--- src/rtl/tod_pkg.sv ---
package tod_pkg;
  localparam int DIGIT_W    = 4;
  localparam int MIN_DIGITS = 2;
  localparam int BUS_W      = 4 * DIGIT_W;

  typedef logic [DIGIT_W-1:0] bcd_t;

  typedef struct packed {
    bcd_t hr_t;
    bcd_t hr_o;
    bcd_t mn_t;
    bcd_t mn_o;
  } tod_t;

  // Highest value of each minute digit, index 0 = ones
  function automatic bcd_t min_limit(input int idx);
    return (idx == 0) ? bcd_t'(9) : bcd_t'(5);
  endfunction
endpackage

--- src/rtl/tod_digit_stage.sv ---
module tod_digit_stage #(
  parameter int W = 4,
  parameter logic [W-1:0] LIMIT = 9
) (
  input  logic [W-1:0] cur,
  input  logic         inc,
  output logic [W-1:0] nxt,
  output logic         carry
);
  logic at_top;
  assign at_top = (cur == LIMIT);
  assign carry  = inc && at_top;

  always_comb begin
    if (!inc)        nxt = cur;
    else if (at_top) nxt = '0;
    else             nxt = cur + W'(1);
  end
endmodule

--- src/rtl/tod_hour_stage.sv ---
module tod_hour_stage #(
  parameter int W = 4
) (
  input  logic [W-1:0] tens,
  input  logic [W-1:0] ones,
  input  logic         inc,
  input  logic         twelve,
  output logic [W-1:0] tens_n,
  output logic [W-1:0] ones_n,
  output logic         wrap
);
  logic last_hour;

  always_comb begin
    if (twelve) last_hour = (tens == W'(1)) && (ones == W'(1));
    else        last_hour = (tens == W'(2)) && (ones == W'(3));
  end

  assign wrap = inc && last_hour;

  always_comb begin
    tens_n = tens;
    ones_n = ones;
    if (inc) begin
      if (last_hour) begin
        tens_n = '0;
        ones_n = '0;
      end else if (ones == W'(9)) begin
        ones_n = '0;
        tens_n = tens + W'(1);
      end else begin
        ones_n = ones + W'(1);
      end
    end
  end
endmodule

--- src/rtl/tod_minute_counter.sv ---
module tod_minute_counter
  import tod_pkg::*;
(
  input  logic             clk,
  input  logic             rst,
  input  logic             adv,
  input  logic             mode_12h,
  output logic [BUS_W-1:0] time_bcd,
  output logic             pm,
  output logic             valid
);
  tod_t cur_q;
  tod_t nxt;
  logic mode_q;
  logic pm_q;
  logic valid_q;
  logic hour_wrap;

  bcd_t min_cur [MIN_DIGITS];
  bcd_t min_nxt [MIN_DIGITS];
  logic [MIN_DIGITS:0] chain;

  assign min_cur[0] = cur_q.mn_o;
  assign min_cur[1] = cur_q.mn_t;
  assign chain[0]   = adv;

  for (genvar i = 0; i < MIN_DIGITS; i++) begin : g_min
    tod_digit_stage #(.W(DIGIT_W), .LIMIT(min_limit(i))) u_dig (
      .cur   (min_cur[i]),
      .inc   (chain[i]),
      .nxt   (min_nxt[i]),
      .carry (chain[i+1])
    );
  end

  tod_hour_stage #(.W(DIGIT_W)) u_hour (
    .tens   (cur_q.hr_t),
    .ones   (cur_q.hr_o),
    .inc    (chain[MIN_DIGITS]),
    .twelve (mode_q),
    .tens_n (nxt.hr_t),
    .ones_n (nxt.hr_o),
    .wrap   (hour_wrap)
  );

  assign nxt.mn_o = min_nxt[0];
  assign nxt.mn_t = min_nxt[1];

  always_ff @(posedge clk) begin
    if (rst) begin
      cur_q   <= '0;
      pm_q    <= 1'b0;
      valid_q <= 1'b0;
      mode_q  <= mode_12h;
    end else begin
      valid_q <= adv;
      if (adv) begin
        cur_q <= nxt;
        if (hour_wrap && mode_q) pm_q <= ~pm_q;
      end
    end
  end

  assign time_bcd = cur_q;
  assign pm       = pm_q;
  assign valid    = valid_q;
endmodule

--- config.mk ---
export PLATFORM = sky130hd
export DESIGN_NAME = tod_minute_counter
export DESIGN_NICKNAME = d
export VERILOG_FILES = /design/src/rtl/tod_pkg.sv /design/src/rtl/tod_digit_stage.sv /design/src/rtl/tod_hour_stage.sv /design/src/rtl/tod_minute_counter.sv
export SDC_FILE = /design/constraint.sdc
export NUM_CORES = 1
export LEC_CHECK = 0
export BUFFER_PORTS_ARGS = -buffer_cell sky130_fd_sc_hd__buf_2
export CAP_MARGIN = 10
export CORE_MARGIN = 3
export CORE_UTILIZATION = 54
export CTS_BUF_LIST = sky130_fd_sc_hd__clkbuf_8
export DETAILED_ROUTE_END_ITERATION = 10
export PLACE_DENSITY = 0.84
export RECOVER_POWER = 25
export SLEW_MARGIN = 20
export SYNTH_ARGS = -nofsm -noshare
export SYNTH_HDL_FRONTEND = slang
export SYNTH_SLANG_ARGS = --single-unit
--- constraint.sdc ---
create_clock -name clk -period 2.56 [get_ports clk]
set_clock_uncertainty 0.05 [all_clocks]
set_input_delay 0.512 -clock clk [delete_from_list [all_inputs] [get_ports clk]]
set_output_delay 0.512 -clock clk [all_outputs]
set_load 0.05 [all_outputs]
# After elaboration in Yosys (flattened, before gate mapping)
# Index checks and enable logic that the tools add are counted.
# W data, S select, Z words.
[word_totals] output_inout_bits=18 input_bits=4 elab_cells=37 register_bits=19
[classes] n_bitwise=1 addsub=4 mux=7 reduce_logical=11 eq_ne=7
[op_table] operator="$mux W4" count=6
[op_table] operator="$add A4 B1 Y4 const B" count=4
[op_table] operator="$eq A4 B1 Y1 const B" count=2
[op_table] operator="$eq A4 B2 Y1 const B" count=2
[op_table] operator="$eq A4 B4 Y1 const B" count=2
[op_table] operator="$logic_and A1 B1 Y1" count=6
[op_table] operator="$reduce_and A2 Y1" count=3
[op_table] operator="$eq A4 B3 Y1 const B" count=1
[op_table] operator="$reduce_and A3 Y1" count=1
[op_table] operator="$reduce_bool A2 Y1" count=1
[op_table] operator="$mux W1" count=1
[op_table] operator="$not A1 Y1" count=1

# Longest topological paths before layout
# Gate-level depths: netlist of the first run.
[depth] depth_word=6 mapped_depth=7 mapped_depth_nobuf=7

# By module
# Synthesis of the first run repeated with hierarchy kept, for this count alone.
[unflattened] hier_cells=126 area_unflattened_um2=1157.4
[by_module_without_submodules] mod="tod_minute_counter" n_inst=1 area_per_inst_um2=693.2 cells_per_inst=60 seq_area_each_um2=390.4
[by_module_without_submodules] mod="tod_hour_stage" n_inst=1 area_per_inst_um2=281.5 cells_per_inst=41 seq_area_each_um2=0.0
[by_module_without_submodules] mod="tod_digit_stage (g_min[0].u_dig)" n_inst=1 area_per_inst_um2=92.6 cells_per_inst=13 seq_area_each_um2=0.0
[by_module_without_submodules] mod="tod_digit_stage (g_min[1].u_dig)" n_inst=1 area_per_inst_um2=90.1 cells_per_inst=12 seq_area_each_um2=0.0

# Worst setup path after synthesis of the first run
# OpenSTA, ideal clock, no wires.
[synth_path] kind="flip-flop to flip-flop" from="reg cur_q (netlist bit time_bcd[6])" to="reg cur_q (netlist bit time_bcd[15])" setup_slack_ns=0.195 setup_time_ns=0.123 t_arrival_ns=2.192 path_stages_with_launch=6 synth_period_minus_slack_ns=2.365 path_cell_list="dfxtp_1 -> or3b_1 -> or4_1 -> buf_2 -> nor3_1 -> mux2_1"
[synth_via] elab_chain_cells=3
[synth_rtl] element="start: declaration" line="tod_minute_counter.sv:12" rtl="tod_t cur_q;"
[synth_rtl] element="start signal: assignment" line="tod_minute_counter.sv:58" rtl="cur_q <= nxt;"
[synth_rtl] element="$eq A4 B3 Y1" line="tod_digit_stage.sv:11" rtl="assign at_top = (cur == LIMIT);"
[synth_rtl] element="$logic_and A1 B1 Y1" line="tod_digit_stage.sv:12" rtl="assign carry = inc && at_top;"
[synth_rtl] element="$reduce_and A3 Y1 (no line)"
# No other way between the ends.
# A chain may end at the register's enable or synchronous reset.

# Worst setup path after layout of the first run
# Same ends and word-level chain as after synthesis.

==> results of run 1 <==
[flip-flops by register name, summed over array words and instances, names as in the netlist]
| signal | flops |
|---|---|
| mode_q | 1 |
| pm | 1 |
| time_bcd | 16 |
| valid | 1 |
[worst reg2reg max path: cells and delay by family, from the launching register on]
kind	cells	cell delay (ns)
multiplexers	1	0.36
flip-flops	1	0.41
AND/OR/NAND/NOR	3	1.30
[layer usage]
metal	GRT usage, %	part of all wire [%]
met1	26.0	44
met2	29.7	48
met3	4.21	6.9
met4	11.6	1.4
met5	0	0
[how the worst min path moves through the flow]
stage	slack (ns)	start	end
final	0.38	mode_12h	mode_q
after global routing	0.38	mode_12h	mode_q
after CTS	0.38	mode_12h	mode_q
after detailed placement	0.46	pm	pm
after global placement	0.45	time_bcd[2]	time_bcd[3]
after floorplan	0.56	mode_12h	mode_q
[cell usage in the layout, fill, tap and decap left out, types with 4 or more instances in the layout]
cell,count
a21oi_1,10
buf_2,19
dfxtp_1,18
ha_1,5
inv_1,5
nand2_1,9
nand3_1,6
nor2_1,11
nor3_1,4
o21ai_0,4
xnor2_1,4
[synthesized netlist by cell type (3+ instances only)]
cell      number
nand2b_1       3
nand3b_1       3
nor3_1         4
a21oi_1       10
nand3_1        6
or4_1          3
o21ai_0        4
inv_1          4
dfxtp_1       18
nor2_1        11
nor2b_1        3
nand2_1        9
or3_1          3
xnor2_1        4
ha_1           5
[power groups by stage]
stage	logic [mW]	registers, mW	clock network (mW)
2_1_floorplan	0.0127	0.328	0
3_3_place_gp	0.0350	0.315	0
3_5_place_dp	0.0357	0.315	0
4_1_cts	0.0357	0.309	0.203
5_1_grt	0.0378	0.309	0.220
6_report	0.0354	0.309	0.202
[cell families (layout without fill, tap and decap cells)]
family / count (synthesis) / count (layout) / share of synthesized area, %
AO/OA/AOI/OAI: 18 / 18 / 11.2
buffers and inverters: 7 / 30 / 2.98
adder cells (fa/ha/maj): 5 / 5 / 6.78
XOR/XNOR: 5 / 5 / 4.74
multiplexers: 3 / 3 / 3.39
flip-flops: 19 / 19 / 42.3
AND/OR/NAND/NOR: 50 / 50 / 28.6
[per-stage QoR]
step | hold slack [ns] | area [um^2] | utilization, %
after CTS | 0.384 | 1090 | 69.8
final | 0.381 | 1090 | 69.7
after floorplan | 0.561 | 923 | -
after global routing | 0.383 | 1090 | 69.7
after global placement | 0.450 | 1040 | 66.9
after detailed placement | 0.459 | 1040 | 66.9
[layout make-up]
class | count | area, um^2 | share of cell area [%]
Multi-Input combinational cell | 81 | 505 | 46.5
Sequential cell | 19 | 390 | 35.9
Timing Repair Buffer | 22 | 110 | 10.1
Clock buffer | 3 | 41.3 | 3.80
Tap cell | 16 | 20.0 | 1.84
Inverter | 4 | 15.0 | 1.38
Clock inverter | 1 | 3.75 | 0.346
==> metrics.md, run 1 <==
| Metric | Value |
|---|---|
| Comb pwr share | 6.5% |
| Via count | 854 |
| GPL Wtd Cong | 0.786 |
| Yosys reg bits | 19 |
| Fin. max-slew vios | 0 |
| R2r setup slk | 0.33 ns |
| Mapped Nets | 116 |
| Internal | 0.419 mW |
| Longest Clk Path Bufs | 2 |
| CTS tree | done |
| Synth cell types | 30 |
| Period utilisation layout | 87.1% |
| Clk Latency, worst-skew pair | 0.25 ns |
| Maxcap violations | 0 |
| Vias in the first global route | 731 |
| CP max stage delay | 0.62 ns |
| Vias per inst | 5.85 |
| CP delay by family, top | simple AND/OR/NAND/NOR gates |
| Total gr overflow | 0 |
| Wire per inst | 14.1 um |
| Critical Path AT | 2.32 ns |
| Worst setup path end | time_bcd[15] |
| Critical Path Source Type | flop |
| Final WL | 2060 um |
| Pwr dens | 503 nW/um^2 |
| PortBufs | 21 |
| H-tree depth | 1 |
| Clock root buffer | clkbuf_8 |
| R2R depth | 4 |
| RSZ-0062 raised after global routing | false |
| Worst-path clk slew | 0.07 ns |
| Fillers | 134 |
| Top cells by area, synth | dfxtp_1, ha_1, a21oi_1, nor2_1, xnor2_1 |
| Worst setup margin | 0.330 ns |
| Fmax | 0.448 GHz |
| Critical Path Start | time_bcd[6] |
| Area grow syn2layout | 17.6% |
| Layout Cells excl Fill | 146 |
| Wire length of the first global-routing pass | 3120 um |
| Mapped Avg Cell Area | 8.63 um^2 |
| Sink Count | 19 |
| Post-DP HPWL | 1380 um |
| Post-route DRC | 0 |
| Relative slew margins | 41.4% |
| CP cell instances | or3b_1 > or4_1 > nor3_1 > mux2_1 |
| Sw Ratio | 23.3% |
| Asr flop ratio synth | 0% |
| Endpoint class of the critical path | flop |
| Hold/Removal Path Class | input port to flop |
| Pre-antenna DRT Iters | 5 |
| LEAKAGE | 0.438 nW |
| Layout cells sized above 1 | 17.7% |
| Setup bufs post-CTS | 0 |
| R2r endpoint | time_bcd[15] |
| Pwr Total | 0.546 mW |
| Row count | 14 |
| CP max stage cell | or4_1 |
| Number of synthesis warnings | 0 |
| Iteration-0 DRC Markers | 29 |
| Antenna violations before repair | 0 |
| Die ar. | 2240 um^2 |
| CP Class | flop to flop |
| Crit. path cell count | 4 |
| Ant diodes | 0 |
| Post-cts sizing count | 0 |
| Placed insts | 142 |
| WP buf/inv | 0 |
| P_sw | 0.127 mW |
| Overall routing resource usage | 19.9% |
| WP data required | 2.65 ns |
| Pre-CTS WS | 0.317 ns |
| Max VDD drop | 0.000350 V |
| Min Clock Period, post-route | 2.23 ns |
| Main synth FF type | dfxtp_1 |
| RR Startpoint | time_bcd[6] |
| Placeable Area | 1560 um^2 |
| Pin count of the biggest net entering global routing | 22 |
| Clk pwr share | 37.0% |
| Slew @ Worst Pin | 0.879 ns |
| Hold Path Depth | 1 |
| EDFF count, synth | 1 |
| Io pins | 22 |
| Final TNS setup | 0 ns |
| Top-area cell type share of the netlist area | 39.0% |
| Hold_buf cts | 0 |
| Initial core utilization | 59.2% |
| Final nets | 140 |
| Post-DRT Antenna Nets | 0 |
| Biggest area consumer among synthesized cells | dfxtp_1 |
| Die width | 47.4 um |
| Max FO, Critical Path | 7 |
| Run status | completed |
| Seq/Total Area, Yosys | 42.3% |
| Fin. Hold Viols | 0 |
| Die height | 47.4 um |
| Area of the mapped netlist | 923 um^2 |
| TritonCTS Buffers | 3 |
| Flop pwr share | 56.6% |
| Setup-failing EPs final | 0 |
| Synth Instances | 107 |
(Power assumes the default switching activity.)
==> run 2, diff against run 1 <==
--- a/config.mk
+++ b/config.mk
@@ -7,10 +7,13 @@
 export LEC_CHECK = 0
 export BUFFER_PORTS_ARGS = -buffer_cell sky130_fd_sc_hd__buf_2
 export CAP_MARGIN = 10
+export CELL_PAD_IN_SITES_DETAIL_PLACEMENT = 1
+export CELL_PAD_IN_SITES_GLOBAL_PLACEMENT = 1
 export CORE_MARGIN = 3
-export CORE_UTILIZATION = 54
+export CORE_UTILIZATION = 40
 export CTS_BUF_LIST = sky130_fd_sc_hd__clkbuf_8
 export DETAILED_ROUTE_END_ITERATION = 10
+export GPL_ROUTABILITY_DRIVEN = 0
 export PLACE_DENSITY = 0.84
 export RECOVER_POWER = 25
 export SLEW_MARGIN = 20
==> run 2 against run 1 <==
  * Utilization down 17 points
  * Register-to-register slack gained 0.10 ns
  * Sequential share of layout area fell by 0.21 points
  * Fmax up 4.9%
  * Critical endpoint unchanged
==> metrics.md, run 2 (synthesis gave the netlist of run 1 again) <==
| Metric | Value |
|---|---|
| Initial core utilization | 44.8% (was 59.2%) |
| CP cell instances | or3b_1 > or4_1 > nor3_1 > mux2_1 (unchanged) |
| Iteration-0 DRC Markers | 8 (was 29) |
| Final WL | 2260 um (was 2060 um) |
| Post-DRT Antenna Nets | 0 (unchanged) |
| Die height | 54.0 um (was 47.4 um) |
| RSZ-0062 raised after global routing | false (unchanged) |
| Commonest non-fill, non-tap cells in the layout | buf_2, dfxtp_1, nor2_1, a21oi_1, nand2_1 (unchanged) |
| LEAKAGE | 0.432 nW (was 0.438 nW) |
| Endpoint class of the critical path | flop (unchanged) |
| CTS tree | done (unchanged) |
| Antenna violations before repair | 0 (unchanged) |
| Post-layout instance area | 1090 um^2 (about the same) |
| Pwr dens | 502 nW/um^2 (was 503 nW/um^2) |
| Post-DP HPWL | 1730 um (was 1380 um) |
| H-tree depth | 1 (unchanged) |
| Slew @ Worst Pin | 0.878 ns (was 0.879 ns) |
| PortBufs | 21 (unchanged) |
| Area grow syn2layout | 18.3% (was 17.6%) |
| Relative slew margins | 41.5% (was 41.4%) |
| Max FO, Critical Path | 7 (unchanged) |
| Max VDD drop | 0.000374 V (was 0.000350 V) |
| Ant diodes | 0 (unchanged) |
| Row count | 16 (was 14) |
| Wire per inst | 14.5 um (was 14.1 um) |
| Max FFs per register | 16 (unchanged) |
| Hold_buf cts | 0 (unchanged) |
| Via count | 828 (was 854) |
| Min Clock Period, post-route | 2.13 ns (was 2.23 ns) |
| Maxcap violations | 0 (unchanged) |
| Setup bufs post-CTS | 0 (unchanged) |
| Clock root buffer | clkbuf_8 (unchanged) |
| Post-route DRC | 0 (unchanged) |
| Total gr overflow | 0 (unchanged) |
| Worst-path clk slew | 0.07 ns (about the same) |
| WP data required | 2.66 ns (was 2.65 ns) |
| Longest Clk Path Bufs | 2 (unchanged) |
| Run status | completed (unchanged) |
| Fin. Hold Viols | 0 (unchanged) |
| Pre-antenna DRT Iters | 4 (was 5) |
| Layout cells sized above 1 | 17.1% (was 17.7%) |
| Critical Path Source Type | flop (unchanged) |
| Vias in the first global route | 820 (was 731) |
| Fmax | 0.470 GHz (was 0.448 GHz) |
| Overall routing resource usage | 18.3% (was 19.9%) |
| Fillers | 261 (was 134) |
| Placeable Area | 2060 um^2 (was 1560 um^2) |
| Hold/Removal Path Class | input port to flop (unchanged) |
| Vias per inst | 5.31 (was 5.85) |
| Most common cell after layout, fill and taps aside | buf_2 (unchanged) |
| CP max stage delay | 0.60 ns (was 0.62 ns) |
| Fin. max-slew vios | 0 (unchanged) |
| Period utilisation layout | 83.1% (was 87.1%) |
| Die width | 54.0 um (was 47.4 um) |
| Final TNS setup | 0 ns (unchanged) |
| Clk Latency, worst-skew pair | 0.26 ns (was 0.25 ns) |
| Pre-CTS WS | 0.360 ns (was 0.317 ns) |
| Final nets | 139 (was 140) |
| Sink Count | 19 (unchanged) |
| Wire length of the first global-routing pass | 3750 um (was 3120 um) |
| Worst setup margin | 0.433 ns (was 0.330 ns) |
| Pwr Total | 0.548 mW (was 0.546 mW) |
| TritonCTS Buffers | 3 (unchanged) |
| Io pins | 22 (unchanged) |
| Pin count of the biggest net entering global routing | 22 (unchanged) |
| Die ar. | 2920 um^2 (was 2240 um^2) |
| CP Class | flop to flop (unchanged) |
| Setup-failing EPs final | 0 (unchanged) |
| Critical Path AT | 2.22 ns (was 2.32 ns) |
| Post-cts sizing count | 0 (unchanged) |
| CP max stage cell | or4_1 (unchanged) |
| DP Area | 1050 um^2 (was 1040 um^2) |
-- run 2: changes by cell type in the layout (fill, tap and decap cells not counted), sizes merged --
cell | before | now
buf | 20 | 19
-- run 2: critical path, delay by kind of cell, from the launching register on --
family	cells	cell delay (ns)
DFF	1	0.41
muxes	1	0.33
and+or+nand+nor	3	1.23
-- run 2: routing by layer --
layer	vias up	GRT usage, %	routed length (um)
met4	0	9.96	43
met2	16	30.2	1080
li1	421	-	-
met1	387	22.2	1050
met5	-	0	0
met3	4	3.32	89
-- run 2: layout make-up --
| type | count | area [um^2] | area share (%) |
|---|---|---|---|
| sequential | 19 | 390 | 35.7 |
| multi-input combinational | 81 | 505 | 46.3 |
| clock inverter | 1 | 3.75 | 0.344 |
| inverter | 4 | 15.0 | 1.37 |
| timing repair buffer | 21 | 103 | 9.39 |
| clock buffer | 3 | 41.3 | 3.78 |
| tap | 27 | 33.8 | 3.09 |
-- run 2: report_power, final --
group / total (mW) / switching, mW / internal [mW]
Combinational: 0.0352 / 0.0259 / 0.00927
Sequential: 0.309 / 0.00600 / 0.303
Clock: 0.204 / 0.0971 / 0.107
-- run 2: path summary, 6_finish.rpt --
check,slack (ns),to,from,cells after the start
worst max-delay path,0.43,time_bcd[15],time_bcd[6],4
worst max register to register,0.43,time_bcd[15],time_bcd[6],4
worst min-delay path,0.38,mode_q,mode_12h,1
worst min register to register,0.48,pm,pm,2
-- run 2: stage by stage --
step,hold slack [ns],std cells,utilization (%)
2_1_floorplan,0.561,107,-
3_3_place_gp,0.446,152,50.9
3_5_place_dp,0.466,152,50.9
6_report,0.380,156,53.0
5_1_grt,0.368,156,53.0
4_1_cts,0.371,156,53.1
==> run 3, diff against run 2 <==
--- a/config.mk
+++ b/config.mk
@@ -10,11 +10,11 @@
 export CELL_PAD_IN_SITES_DETAIL_PLACEMENT = 1
 export CELL_PAD_IN_SITES_GLOBAL_PLACEMENT = 1
 export CORE_MARGIN = 3
-export CORE_UTILIZATION = 40
+export CORE_UTILIZATION = 36
 export CTS_BUF_LIST = sky130_fd_sc_hd__clkbuf_8
 export DETAILED_ROUTE_END_ITERATION = 10
 export GPL_ROUTABILITY_DRIVEN = 0
-export PLACE_DENSITY = 0.84
+export PLACE_DENSITY = 0.8
 export RECOVER_POWER = 25
 export SLEW_MARGIN = 20
 export SYNTH_ARGS = -nofsm -noshare
==> constraint.sdc (replaced) <==
create_clock -name clk -period 1.8 [get_ports clk]
set_clock_uncertainty 0.05 [all_clocks]
set_input_delay 0.36 -clock clk [delete_from_list [all_inputs] [get_ports clk]]
set_output_delay 0.36 -clock clk [all_outputs]
set_load 0.05 [all_outputs]
==> run 3 against run 2 <==
  * The flow now finishes with violations (negative setup slack)
  * Global-route usage down 0.18 points
  * First-iteration DRC count up 100%
  * Worst hold slack worse by 0.16 ns
  * Die area up 9.9%
  * Fmax up 15%
  * Wire length up 21%
  * Non-clock buffer count up 17
  * Flip-flop and latch count unchanged
  * Combinational power up 78%
  * Sequential power up 40%
  * Critical path depth unchanged
  * Clock power up 51%
  * Critical path type unchanged
==> metrics.md, run 3 (synthesis gave the netlist of run 1 again) <==
| Metric | Value |
|---|---|
| Initial core utilization | 39.8% (was 44.8%) |
| Die height | 56.6 um (was 54.0 um) |
| Clock root buffer | clkbuf_8 (unchanged) |
| CTS tree | done (unchanged) |
| HP Start | mode_12h (unchanged) |
| PortBufs | 21 (unchanged) |
| Critical Path Start | time_bcd[5] (was time_bcd[6]) |
| CP delay by family, top | simple AND/OR/NAND/NOR gates (unchanged) |
| Setup-failing EPs final | 4 (was 0) |
| Fmax | 0.540 GHz (was 0.470 GHz) |
| R2R depth | 4 (unchanged) |
| Area grow syn2layout | 40.1% (was 18.3%) |
| CP max stage delay | 0.47 ns (was 0.60 ns) |
| Setup bufs post-CTS | 0 (unchanged) |
| Fin. max-slew vios | 0 (unchanged) |
| Fillers | 287 (was 261) |
| Row count | 17 (was 16) |
| Run status | complete, but fails checks (was completed) |
| Pwr dens | 622 nW/um^2 (was 502 nW/um^2) |
| Wire per inst | 15.7 um (was 14.5 um) |
| LEAKAGE | 0.546 nW (was 0.432 nW) |
| R2r setup slk | -0.05 ns (was 0.43 ns) |
| Io pins | 22 (unchanged) |
| DP Area | 1200 um^2 (was 1050 um^2) |
| Slew @ Worst Pin | 0.980 ns (was 0.878 ns) |
| Sequential Area | 410 um^2 (was 390 um^2) |
| Failing checks | negative setup slack |
| Die ar. | 3210 um^2 (was 2920 um^2) |
| Pre-CTS WS | -0.130 ns (was 0.360 ns) |
| Vias per inst | 5.32 (was 5.31) |
| Hold endpoint | mode_q (unchanged) |
| Placeable Area | 2320 um^2 (was 2060 um^2) |
| Final TNS setup | -0.105 ns (was 0 ns) |
| Max FFs per register | 16 (unchanged) |
| Overall routing resource usage | 18.1% (was 18.3%) |
| Sink Count | 19 (unchanged) |
| WP buf/inv | 0 (unchanged) |
| Ant diodes | 0 (unchanged) |
| Hold_ws | 0.224 ns (was 0.380 ns) |
| Endpoint class of the critical path | flop (unchanged) |
| Hold/Removal Path Class | input port to flop (unchanged) |
| Vias in the first global route | 964 (was 820) |
| H-tree depth | 1 (unchanged) |
| Final nets | 156 (was 139) |
| Post-route DRC | 0 (unchanged) |
| WP data required | 1.94 ns (was 2.66 ns) |
| Maxcap violations | 0 (unchanged) |
| Period utilisation layout | 103% (was 83.1%) |
| RR Startpoint | time_bcd[5] (was time_bcd[6]) |
| Fin. Hold Viols | 0 (unchanged) |
| Post-DP HPWL | 1900 um (was 1730 um) |
| TritonCTS Buffers | 3 (unchanged) |
| Pre-antenna DRT Iters | 4 (unchanged) |
| Wire length of the first global-routing pass | 4520 um (was 3750 um) |
| Via count | 926 (was 828) |
| Hold_buf cts | 0 (unchanged) |
| RSZ-0062 raised after global routing | true (was false) |
| Min Clock Period, post-route | 1.85 ns (was 2.13 ns) |
| Relative slew margins | 34.7% (was 41.5%) |
| Iteration-0 DRC Markers | 16 (was 8) |
| Critical Path Source Type | flop (unchanged) |
| Worst setup margin | -0.0520 ns (was 0.433 ns) |
| Clk Latency, worst-skew pair | 0.26 ns (about the same) |
| Hold Path Depth | 1 (unchanged) |
| Layout cells sized above 1 | 41.1% (was 17.1%) |
| Post-layout instance area | 1290 um^2 (was 1090 um^2) |
| Die width | 56.6 um (was 54.0 um) |
| Max FO, Critical Path | 5 (was 7) |
| Longest Clk Path Bufs | 2 (unchanged) |
| Critical Path AT | 1.99 ns (was 2.22 ns) |
| Pin count of the biggest net entering global routing | 22 (unchanged) |
| Commonest non-fill, non-tap cells in the layout | buf_2, buf_4, nor2_1, nand2_1 (was buf_2, dfxtp_1, nor2_1, a21oi_1, nand2_1) |
| CP max stage cell | or4_4 (was or4_1) |
| Most common cell after layout, fill and taps aside | buf_2 (unchanged) |
| Total gr overflow | 0 (unchanged) |
| Worst-path clk slew | 0.07 ns (about the same) |
| R2r endpoint | time_bcd[13] (was time_bcd[15]) |
| Max VDD drop | 0.000424 V (was 0.000374 V) |
| Post-DRT Antenna Nets | 0 (unchanged) |
| CP cell instances | or3b_4 > or4_4 > or3_1 > a21oi_2 (was or3b_1 > or4_1 > nor3_1 > mux2_1) |
| Multi-input logic area | 556 um^2 (was 505 um^2) |
| Antenna violations before repair | 0 (unchanged) |
| CP Class | flop to flop (unchanged) |
| Final WL | 2740 um (was 2260 um) |
[run 3: final cells by class]
cell class,instances,share of cell area (%)
Timing Repair Buffer,38,17.9
Sequential cell,19,31.7
Multi-Input combinational cell,81,42.9
Clock buffer,3,3.19
Inverter,4,1.16
Tap cell,28,2.71
Clock inverter,1,0.387
[run 3: timing repair]
item	in CTS	in global routing
setup endpoints to repair	6	8
resized for setup	7	7
pin swaps	1	2
[run 3: metal layers]
| metal | vias up | part of all wire [%] | routed length [um] | track usage, % |
|---|---|---|---|---|
| li1 | 453 | - | - | - |
| met1 | 445 | 42 | 1160 | 21.3 |
| met2 | 21 | 52 | 1420 | 32.3 |
| met3 | 7 | 3.7 | 102 | 2.76 |
| met4 | 0 | 1.9 | 52 | 7.12 |
| met5 | - | 0 | 0 | 0 |
[run 3: through the flow]
step                std cells  util (%)  power [mW]
finish                    174      55.8       0.804
detailed placement        170      51.9       0.507
global placement          170      51.9       0.505
global route              174      55.8       0.840
CTS                       174      55.2       0.809
floorplan                 107         -       0.483
[run 3: report_power, final]
part           internal [mW]  leakage, nW  total (mW)  switching [mW]
clock                  0.154       0.0255       0.308           0.154
combinational         0.0197        0.359      0.0627          0.0430
sequential             0.429        0.161       0.434         0.00535
[run 3: worst max path at each step]
| stage | end | slack [ns] | cells after the start |
|---|---|---|---|
| final | time_bcd[13] | -0.05 | 4 |
| after detailed placement | pm | -0.13 | 5 |
| after floorplan | time_bcd[15] | -0.17 | 5 |
| after global placement | pm | -0.05 | 5 |
| after global routing | time_bcd[13] | -0.14 | 6 |
| after CTS | time_bcd[15] | -0.04 | 4 |
